==> src/rtl/mbx_pkg.sv <==
package mbx_pkg;
    localparam int REG_AW = 6;
    localparam int NIRQ   = 3;
    localparam int IRQ_TXT = 0;
    localparam int IRQ_RXT = 1;
    localparam int IRQ_ERR = 2;

    typedef enum logic [3:0] {
        RI_ISTATE = 4'h0,
        RI_IEN    = 4'h1,
        RI_ITEST  = 4'h2,
        RI_TXDATA = 4'h3,
        RI_RXDATA = 4'h4,
        RI_STATUS = 4'h5,
        RI_ERROR  = 4'h6,
        RI_TXTHR  = 4'h7,
        RI_RXTHR  = 4'h8,
        RI_CTRL   = 4'h9,
        RI_RXLVL  = 4'hA,
        RI_TXLVL  = 4'hB
    } reg_idx_e;
endpackage

==> src/rtl/mbx_fifo.sv <==
module mbx_fifo #(
    parameter int DW    = 32,
    parameter int DEPTH = 8
) (
    input  logic                         clk,
    input  logic                         rst_n,
    input  logic                         flush_i,
    input  logic                         push_i,
    input  logic                         pop_i,
    input  logic [DW-1:0]                wdata_i,
    output logic [DW-1:0]                rdata_o,
    output logic [$clog2(DEPTH+1)-1:0]   cnt_o,
    output logic                         empty_o,
    output logic                         full_o
);
    localparam int PW = $clog2(DEPTH);
    localparam int CW = $clog2(DEPTH+1);

    logic [DW-1:0] mem_q [DEPTH];
    logic [PW-1:0] wptr_q, rptr_q;
    logic [CW-1:0] cnt_q;
    logic          do_push, do_pop;

    assign empty_o = (cnt_q == '0);
    assign full_o  = (cnt_q == CW'(DEPTH));
    assign cnt_o   = cnt_q;
    assign rdata_o = mem_q[rptr_q];
    assign do_push = push_i && !full_o && !flush_i;
    assign do_pop  = pop_i && !empty_o && !flush_i;

    function automatic logic [PW-1:0] ptr_inc(input logic [PW-1:0] p);
        return (p == PW'(DEPTH-1)) ? '0 : p + 1'b1;
    endfunction

    always_ff @(posedge clk or negedge rst_n) begin
        if (!rst_n) begin
            wptr_q <= '0;
            rptr_q <= '0;
            cnt_q  <= '0;
        end else if (flush_i) begin
            wptr_q <= '0;
            rptr_q <= '0;
            cnt_q  <= '0;
        end else begin
            if (do_push) wptr_q <= ptr_inc(wptr_q);
            if (do_pop)  rptr_q <= ptr_inc(rptr_q);
            unique case ({do_push, do_pop})
                2'b10:   cnt_q <= cnt_q + 1'b1;
                2'b01:   cnt_q <= cnt_q - 1'b1;
                default: cnt_q <= cnt_q;
            endcase
        end
    end

    always_ff @(posedge clk) begin
        if (do_push) mem_q[wptr_q] <= wdata_i;
    end
endmodule

==> src/rtl/mbx_irq.sv <==
module mbx_irq #(
    parameter int N = 3
) (
    input  logic         clk,
    input  logic         rst_n,
    input  logic [N-1:0] set_i,
    input  logic [N-1:0] clr_i,
    input  logic [N-1:0] en_i,
    output logic [N-1:0] state_o,
    output logic [N-1:0] irq_o
);
    for (genvar g = 0; g < N; g++) begin : g_src
        logic bit_q;
        always_ff @(posedge clk or negedge rst_n) begin
            if (!rst_n) bit_q <= 1'b0;
            else        bit_q <= (bit_q & ~clr_i[g]) | set_i[g];
        end
        assign state_o[g] = bit_q;
        assign irq_o[g]   = bit_q & en_i[g];
    end
endmodule

==> src/rtl/mbx_mailbox.sv <==
module mbx_mailbox
    import mbx_pkg::*;
#(
    parameter int DW    = 32,
    parameter int DEPTH = 8
) (
    input  logic              clk,
    input  logic              rst_n,
    input  logic              bus_req,
    input  logic              bus_we,
    input  logic [REG_AW-1:0] bus_addr,
    input  logic [DW-1:0]     bus_wdata,
    output logic [DW-1:0]     bus_rdata,
    input  logic              in_valid,
    input  logic [DW-1:0]     in_data,
    output logic              in_ready,
    output logic              out_valid,
    output logic [DW-1:0]     out_data,
    input  logic              out_ready,
    output logic [NIRQ-1:0]   irq_o
);
    localparam int CW = $clog2(DEPTH+1);

    logic [3:0]      widx;
    logic            wr_en, rd_en;
    logic            tx_push_req, rx_pop_req, tx_flush, rx_flush;
    logic            tx_full, tx_empty, rx_full, rx_empty;
    logic [CW-1:0]   out_cnt, in_cnt;
    logic [DW-1:0]   rx_head;
    logic            ovf, udf, tx_at_thr, rx_over_thr;
    logic [NIRQ-1:0] ien_q, istate_q, irq_set, irq_clr, test_pulse;
    logic [CW-1:0]   wthr_q, rthr_q;
    logic [1:0]      err_q;

    assign widx  = bus_addr[REG_AW-1:2];
    assign wr_en = bus_req && bus_we;
    assign rd_en = bus_req && !bus_we;

    assign tx_push_req = wr_en && (widx == RI_TXDATA);
    assign rx_pop_req  = rd_en && (widx == RI_RXDATA);
    assign tx_flush    = wr_en && (widx == RI_CTRL) && bus_wdata[0];
    assign rx_flush    = wr_en && (widx == RI_CTRL) && bus_wdata[1];

    assign ovf = tx_push_req && tx_full;
    assign udf = rx_pop_req && rx_empty;

    assign out_valid = !tx_empty;
    assign in_ready  = !rx_full && !rx_flush;

    mbx_fifo #(.DW(DW), .DEPTH(DEPTH)) tx_fifo_i (
        .clk(clk), .rst_n(rst_n), .flush_i(tx_flush),
        .push_i(tx_push_req), .pop_i(out_ready),
        .wdata_i(bus_wdata), .rdata_o(out_data), .cnt_o(out_cnt),
        .empty_o(tx_empty), .full_o(tx_full)
    );

    mbx_fifo #(.DW(DW), .DEPTH(DEPTH)) rx_fifo_i (
        .clk(clk), .rst_n(rst_n), .flush_i(rx_flush),
        .push_i(in_valid && in_ready), .pop_i(rx_pop_req),
        .wdata_i(in_data), .rdata_o(rx_head), .cnt_o(in_cnt),
        .empty_o(rx_empty), .full_o(rx_full)
    );

    assign tx_at_thr   = (out_cnt <= wthr_q);
    assign rx_over_thr = (in_cnt > rthr_q);

    assign test_pulse = (wr_en && widx == RI_ITEST)  ? bus_wdata[NIRQ-1:0] : '0;
    assign irq_clr    = (wr_en && widx == RI_ISTATE) ? bus_wdata[NIRQ-1:0] : '0;

    always_comb begin
        irq_set          = test_pulse;
        irq_set[IRQ_TXT] = irq_set[IRQ_TXT] | tx_at_thr;
        irq_set[IRQ_RXT] = irq_set[IRQ_RXT] | rx_over_thr;
        irq_set[IRQ_ERR] = irq_set[IRQ_ERR] | ovf | udf;
    end

    mbx_irq #(.N(NIRQ)) irq_i (
        .clk(clk), .rst_n(rst_n), .set_i(irq_set), .clr_i(irq_clr),
        .en_i(ien_q), .state_o(istate_q), .irq_o(irq_o)
    );

    always_ff @(posedge clk or negedge rst_n) begin
        if (!rst_n) begin
            ien_q  <= '0;
            wthr_q <= '0;
            rthr_q <= '0;
            err_q  <= '0;
        end else begin
            if (wr_en && widx == RI_IEN)   ien_q  <= bus_wdata[NIRQ-1:0];
            if (wr_en && widx == RI_TXTHR) wthr_q <= bus_wdata[CW-1:0];
            if (wr_en && widx == RI_RXTHR) rthr_q <= bus_wdata[CW-1:0];
            if (irq_clr[IRQ_ERR]) err_q <= {udf, ovf};
            else                  err_q <= err_q | {udf, ovf};
        end
    end

    always_comb begin
        bus_rdata = '0;
        if (rd_en) begin
            case (widx)
                RI_ISTATE: bus_rdata = DW'(istate_q);
                RI_IEN:    bus_rdata = DW'(ien_q);
                RI_RXDATA: bus_rdata = rx_empty ? '0 : rx_head;
                RI_STATUS: bus_rdata = DW'({rx_over_thr, tx_at_thr, tx_full, rx_empty});
                RI_ERROR:  bus_rdata = DW'(err_q);
                RI_TXTHR:  bus_rdata = DW'(wthr_q);
                RI_RXTHR:  bus_rdata = DW'(rthr_q);
                RI_RXLVL:  bus_rdata = DW'(in_cnt);
                RI_TXLVL:  bus_rdata = DW'(out_cnt);
                default:   bus_rdata = '0;
            endcase
        end
    end
endmodule

==> config.mk <==
export PLATFORM = sky130hd
export DESIGN_NAME = mbx_mailbox
export DESIGN_NICKNAME = d
export VERILOG_FILES = /design/src/rtl/mbx_pkg.sv /design/src/rtl/mbx_fifo.sv /design/src/rtl/mbx_irq.sv /design/src/rtl/mbx_mailbox.sv
export SDC_FILE = /design/constraint.sdc
export NUM_CORES = 1
export LEC_CHECK = 0
export BUFFER_PORTS_ARGS = -buffer_cell sky130_fd_sc_hd__buf_2
export CAP_MARGIN = 15
export CORE_ASPECT_RATIO = 0.75
export CORE_MARGIN = 4
export CORE_UTILIZATION = 25
export CTS_CLUSTER_DIAMETER = 200
export DETAILED_ROUTE_END_ITERATION = 6
export PLACE_DENSITY_LB_ADDON = 0.2
export SYNTH_ARGS = -nofsm -noshare
export SYNTH_HDL_FRONTEND = slang
export SYNTH_SLANG_ARGS = --single-unit
==> constraint.sdc <==
create_clock -name clk -period 3.82 [get_ports clk]
set_input_delay 0 -clock clk [delete_from_list [all_inputs] [get_ports clk]]
set_output_delay 0 -clock clk [all_outputs]
set_load 0.03 [all_outputs]
# --- Word level (Yosys, flattened, before mapping) ---
# Memory sizes are Yosys's and may differ from the RTL's.
# Cells that the tools add are included.
word_totals:
  register_bits: 36
  ramBits: 512
  inputBits: 76
  output_inout_bits: 69
  elab_cells: 129
  n_memories: 2
memory_table:
  columns: ["memory", "words", "width", "rd", "rd_clocked_by_memory_dff", "write_ports", "line_no", "source"]
  rows:
  - ["rx_fifo_i.mem_q", 8, 32, 1, 0, 1, "mbx_fifo.sv:19", "logic [DW-1:0] mem_q [DEPTH];"]
  - ["tx_fifo_i.mem_q", 8, 32, 1, 0, 1, "mbx_fifo.sv:19", null]
classes:
  addsub: 8
  n_lt_le_gt_ge: 2
  eq_ne: 21
  mux: 26
  bitwise_logic: 17
  n_reduce_logical: 40
op_table:
  columns: ["operator", "n"]
  rows:
  - ["case mux 32 bit (9 select lines)", 1]
  - ["two-way mux 32 bit", 2]
  - ["two-way mux 3 bit", 14]
  - ["== test 4 bit, second input constant", 6]
  - ["logical AND 1 bit", 24]
  - ["== test 4 x 3 -> 1 bit, second input constant", 4]
  - ["case mux 4 bit (2 select lines)", 2]
  - ["adder 3 x 1 -> 3 bit, second input constant", 4]
  - ["== test 3 bit, second input constant", 4]
  - ["zero test 4 bit", 3]
  - ["adder 4 x 1 -> 4 bit, second input constant", 2]
  - ["== test 4 x 2 -> 1 bit, second input constant", 2]
  - ["two-way mux 4 bit", 2]
  - ["nonzero test 2 bit", 4]
  - ["subtractor 4 x 1 -> 4 bit, second input constant", 2]
  - ["zero test 1 bit", 7]
  - ["bitwise OR 1 bit", 7]
  - ["bitwise AND 1 bit", 6]
  - ["nonzero test 3 bit", 2]
  - ["== test 2 x 1 -> 1 bit, second input constant", 2]
  - ["== test 2 bit, second input constant", 2]
  - ["== test 4 x 1 -> 1 bit, second input constant", 1]
  - ["greater-than comparator 4 bit", 1]
  - ["<= comparator 4 bit", 1]
  - ["other kinds (4)", 9]

# --- Logic depth before layout (Yosys ltp) ---
logic_depth:
  ltp_word: 11
  depth_mapped: 12
  mapped_depth_nobuf: 11

# --- Hierarchy ---
# A second synthesis with hierarchy kept.
hier_totals:
  cells_unflattened: 1099
  hier_area_um2: 22247.6
modules_own_cells:
  columns: ["module", "n_inst", "cells_each", "area_per_inst_um2", "seq_area_each_um2"]
  rows:
  - ["mbx_fifo at rx_fifo_i", 1, 453, 10347.4, 7937.6]
  - ["mbx_fifo at tx_fifo_i", 1, 451, 10341.2, 7937.6]
  - ["mbx_mailbox", 1, 180, 1408.9, 325.3]
  - ["mbx_irq", 1, 15, 150.1, 75.1]

# --- Least setup slack after synthesis ---
# No wires, ideal clock.
synth_timing:
  path_kind: "register to register"
  startpoint: "register tx_fifo_i.cnt_q[3], in the netlist tx_fifo_i.cnt_o[3]"
  endpoint: "memory tx_fifo_i.mem_q[0][0], enable pin"
  setup_time_ns: 0.461
  t_arrival_ns: 3.260
  required_time_ns: 3.359
  slack_ns: 0.099
  stages_incl_launch_ff: 5
  n_path_buf: 0
  synth_period_minus_slack_ns: 3.721
  cell_sequence: "dfrtp_1 nor4b_2 nor3b_2 nand2b_1 nor3_1"
synth_via:
  elab_chain_len: 6
synth_lines:
  columns: ["element", "line_no", "source"]
  rows:
  - ["start, declared", "mbx_fifo.sv:21", "logic [CW-1:0] cnt_q;"]
  - ["start signal, assigned", "mbx_fifo.sv:48", "2'b10: cnt_q <= cnt_q + 1'b1;"]
  - ["start signal, assigned", "mbx_fifo.sv:49", "2'b01: cnt_q <= cnt_q - 1'b1;"]
  - ["start signal, assigned", "mbx_fifo.sv:50", "default: cnt_q <= cnt_q;"]
  - ["== test 4 bit", "mbx_fifo.sv:25", "assign full_o = (cnt_q == CW'(DEPTH));"]
  - ["zero test 1 bit", "mbx_fifo.sv:28", "assign do_push = push_i && !full_o && !flush_i;"]
  - ["logical AND 1 bit (2 in a row)", "mbx_fifo.sv:28", null]
  - ["two-way mux 1 bit", "mbx_fifo.sv:56", "if (do_push) mem_q[wptr_q] <= wdata_i;"]
  - ["two-way mux 1 bit (implied by the code)", "mbx_fifo.sv:56", null]
  - ["end, declared", "mbx_fifo.sv:19", null]
# Every way passes these cells.

# --- Worst setup path after layout ---
layout_timing:
  startpoint: "register rx_fifo_i.rptr_q[1]"
  endpoint: "output port bus_rdata[3]"
layout_via:
  elab_chain_len: 4
layout_lines:
  columns: ["element", "line_no", "source"]
  rows:
  - ["start, declared", "mbx_fifo.sv:20", "logic [PW-1:0] wptr_q, rptr_q;"]
  - ["start signal, assigned", "mbx_fifo.sv:46", "if (do_pop) rptr_q <= ptr_inc(rptr_q);"]
  - ["memory read (8 x 32 bit)", null, null]
  - ["two-way mux 32 bit", "mbx_mailbox.sv:103", "RI_RXDATA: bus_rdata = rx_empty ? '0 : rx_head;"]
  - ["case mux 32 bit (9 select lines)", "mbx_mailbox.sv:100", "case (widx)"]
  - ["two-way mux 32 bit", "mbx_mailbox.sv:99", "if (rd_en) begin"]
  - ["end, declared", "mbx_mailbox.sv:13", "output logic [DW-1:0] bus_rdata,"]
# Every way passes these cells.

==> results.cfg <==
[clock_tree]
cts-root-buf = clkbuf_16
cts_buffer_depth = 3
cts_buffers = 58
post_cts_buffers = 0
h-tree-depth = 2
clock_latency_ns = 0.62
clk_pin_slew_worst_paths_ns = 0.06
cts.sinks = 548
cts_tree = yes

[run_status]
outcome = finished clean

[yosys]
synth.avg_cell_area_sq_um = 20.53
seq_area_frac_synth_pct = 74.01
synth_area_leaders = edfxtp_1 (70%), mux4_2 (12%), dfrtp_1 (4.1%)
synthArstFlopShare_pct = 6.569
ys_seq_elements = 548
yosys_warnings = 0
yosysTopAreaCell = edfxtp_1
post-synth-top-count-cell = edfxtp_1
syn_nets = 1170
synth_area_sq_mm = 0.02199
synth_cell_types = 67
synth_flop_cell = edfxtp_1
yosysTopAreaCellShare_pct = 69.91
synthCells = 1071
ys_top_cells_by_count = edfxtp_1 (512), mux4_2 (120), nor2_1 (60)
synth_edf_count = 512

[cells_and_area]
layout-drive-gt1-share_pct = 32.97
post-route-util_pct = 31.04
area_growth_syn_to_layout_pct = 22.19
nets = 1428

[setup_path]
cp-startpoint = rx_fifo_i.rptr_q[1]
critPathKind = register to output port
cp-end-kind = output port
arrival_ns = 3.17
start_kind = register
crit_fanout = 35
timing.rr.start = tx_fifo_i.cnt_o[1]
cp_data_required_time_ns = 3.82

[sta]
max_freq_ghz = 0.3158
worst_pin_slew_ns = 1.016
min_period_ns = 3.166
hold_viol = 0
grt_setup_unrepaired = no
finalSetupTns_ns = 0
slew_viol_final = 0
finalSetupViolations = 0
layout_worst_path_cycle_share_pct = 82.89
skew_ns = 0.03985
slew_headroom_pct = 32.28

[route]
drt_iter0_markers = 669
ant_nets = 0
firstDrtPassIters = 4
wl_mm = 50.79
avgRoutedWirePerCell_microns = 20.19
drc = 0
vias = 10978
viasPerCell = 4.363

[hold_path]
hp-class = input pin to asynchronous set/reset pin

[grt]
antenna_found_initial = 4
grt_max_degree = 67
track_usage_pct = 10.95
gr-total-overflow = 0
grt_first_pass_wirelength_mm = 76.87
grt_pass1_vias = 11829

[floorplan]
boundaryPins = 145
die_w_microns = 350.5
dieArea_sq_mm = 0.09283
std_cell_rows = 93
initial_core_util_pct = 25.40
core-area_sq_mm = 0.08657
fp.dieH_microns = 264.9

[power]
p_int_mw = 12.31
comb_power_share_pct = 24.2
p_leak_nw = 8.791
vdd.ir_drop.worst_v = 0.0003469
swShare_pct = 29.09
p_clk_share_pct = 32.2
power_density_mw_per_mm2 = 645.8
power.switching_mw = 5.049
pwr-share-seq_pct = 43.6

[place]
portBuffers = 142
gp_congestion = 0.7141
place.detailed.hpwl_mm = 28.66

[run]
drv_cap = 0
==> stage by stage <==
step / power, mW / instance area, sq um / setup slack, ns / hold WS, ns / instances
6_report: 17.36 / 26870 / 0.6537 / 0.06624 / 2516
5_1_grt: 18.31 / 26870 / 0.4873 / 0.1236 / 2515
4_1_cts: 17.74 / 26870 / 0.5417 / 0.06735 / 2514
3_5_place_dp: 11.96 / 24220 / 0.9468 / 0.2026 / 2332
3_3_place_gp: 11.93 / 24220 / 0.9314 / 0.1933 / 2332
2_1_floorplan: 10.67 / 21990 / 0.09899 / -0.2956 / 1071
==> cell families (layout without fill, tap and decap cells) <==
kind of cell | count (synthesis) | count (layout) | share of synthesized area (%)
AOI/OAI and AO/OA | 63 | 63 | 1.877
xor gates and xnor gates | 8 | 8 | 0.3186
adders and majority gates | 23 | 23 | 1.343
buffers and inverters | 64 | 367 | 1.786
DFF | 548 | 548 | 74.01
muxes | 205 | 205 | 16.84
other | 0 | 2 | 0
and+or+nand+nor | 160 | 160 | 3.829
==> what timing repair did <==
action,CTS,global route
hold buffers,77,0
hold endpoints to repair,577,0
resized for setup,0,0
==> layout by cell type (no fill, tap or decap), types with 12 or more instances in the layout <==
cell / netlist / layout
clkbuf_16: 0 / 58
mux4_2: 120 / 120
nand2_1: 32 / 32
ha_1: 22 / 22
a21oi_1: 17 / 17
nor2_1: 60 / 48
edfxtp_1: 512 / 512
clkinv_1: 0 / 17
mux2_2: 40 / 40
dfrtp_1: 36 / 30
o21ai_0: 13 / 13
inv_1: 12 / 12
nor2_4: 0 / 12
buf_4: 8 / 22
buf_2: 26 / 142
dlygate4sd3_1: 0 / 77
mux2i_1: 37 / 37
==> path summary, 6_finish.rpt <==
path / to / cells after the start / slack, ns
min in group clk: rx_fifo_i.mem_q[4][26] / 2 / 0.19
max in group asynchronous: tx_fifo_i.rptr_q[0] / 2 / 3.07
worst max register to register: tx_fifo_i.cnt_o[3] / 10 / 0.95
worst min register to register: err_q[1] / 1 / 0.49
worst min-delay path: rx_fifo_i.wptr_q[0] / 2 / 0.07
worst max-delay path: bus_rdata[3] / 6 / 0.65
==> final cells by class <==
cell class	instances	area, sq um
Tap cell	1140	1426
Sequential cell	548	16290
Clock inverter	41	404.1
Multi-Input combinational cell	459	5436
Fill cell	8489	59700
Inverter	14	52.55
Clock buffer	64	1474
Antenna cell	2	5.005
Timing Repair Buffer	248	1787
==> layer usage <==
metal | GRT usage (%) | vias to the layer above | part of all wire [%]
met2 | 17.62 | 197 | 47
met4 | 2.776 | 2 | 1.8
met3 | 2.468 | 70 | 4.7
met5 | 0 | - | 0.014
met1 | 15.03 | 5797 | 46
li1 | - | 4912 | -
==> critical path: stages (launching register included) <==
cell       delay [ns]
dfrtp_2          1.02
mux4_2           0.64
nand2_1          0.09
a21oi_1          0.12
a2111oi_2        0.28
o22ai_1          0.16
buf_2            0.21
==> registers in the layout, indices dropped and copies added (netlist names) <==
register and count:
rx_fifo_i.rptr_q 3, rthr_q 4, err_q 2, rx_fifo_i.cnt_o 4, tx_fifo_i.wptr_q 3, rx_fifo_i.mem_q 256, irq_i.g_src.bit_q 3, wthr_q 4
tx_fifo_i.cnt_o 4, ien_q 3, tx_fifo_i.rptr_q 3, rx_fifo_i.wptr_q 3, tx_fifo_i.mem_q 256
==> power by group through the flow <==
stage / Sequential [mW] / Clock (mW) / Combinational (mW)
floorplan: 7.39 / 0 / 3.28
global placement: 7.70 / 0 / 4.22
detailed placement: 7.72 / 0 / 4.24
CTS: 7.60 / 5.80 / 4.34
global route: 7.66 / 6.07 / 4.59
finish: 7.57 / 5.59 / 4.20
(Power assumes the default switching activity.)
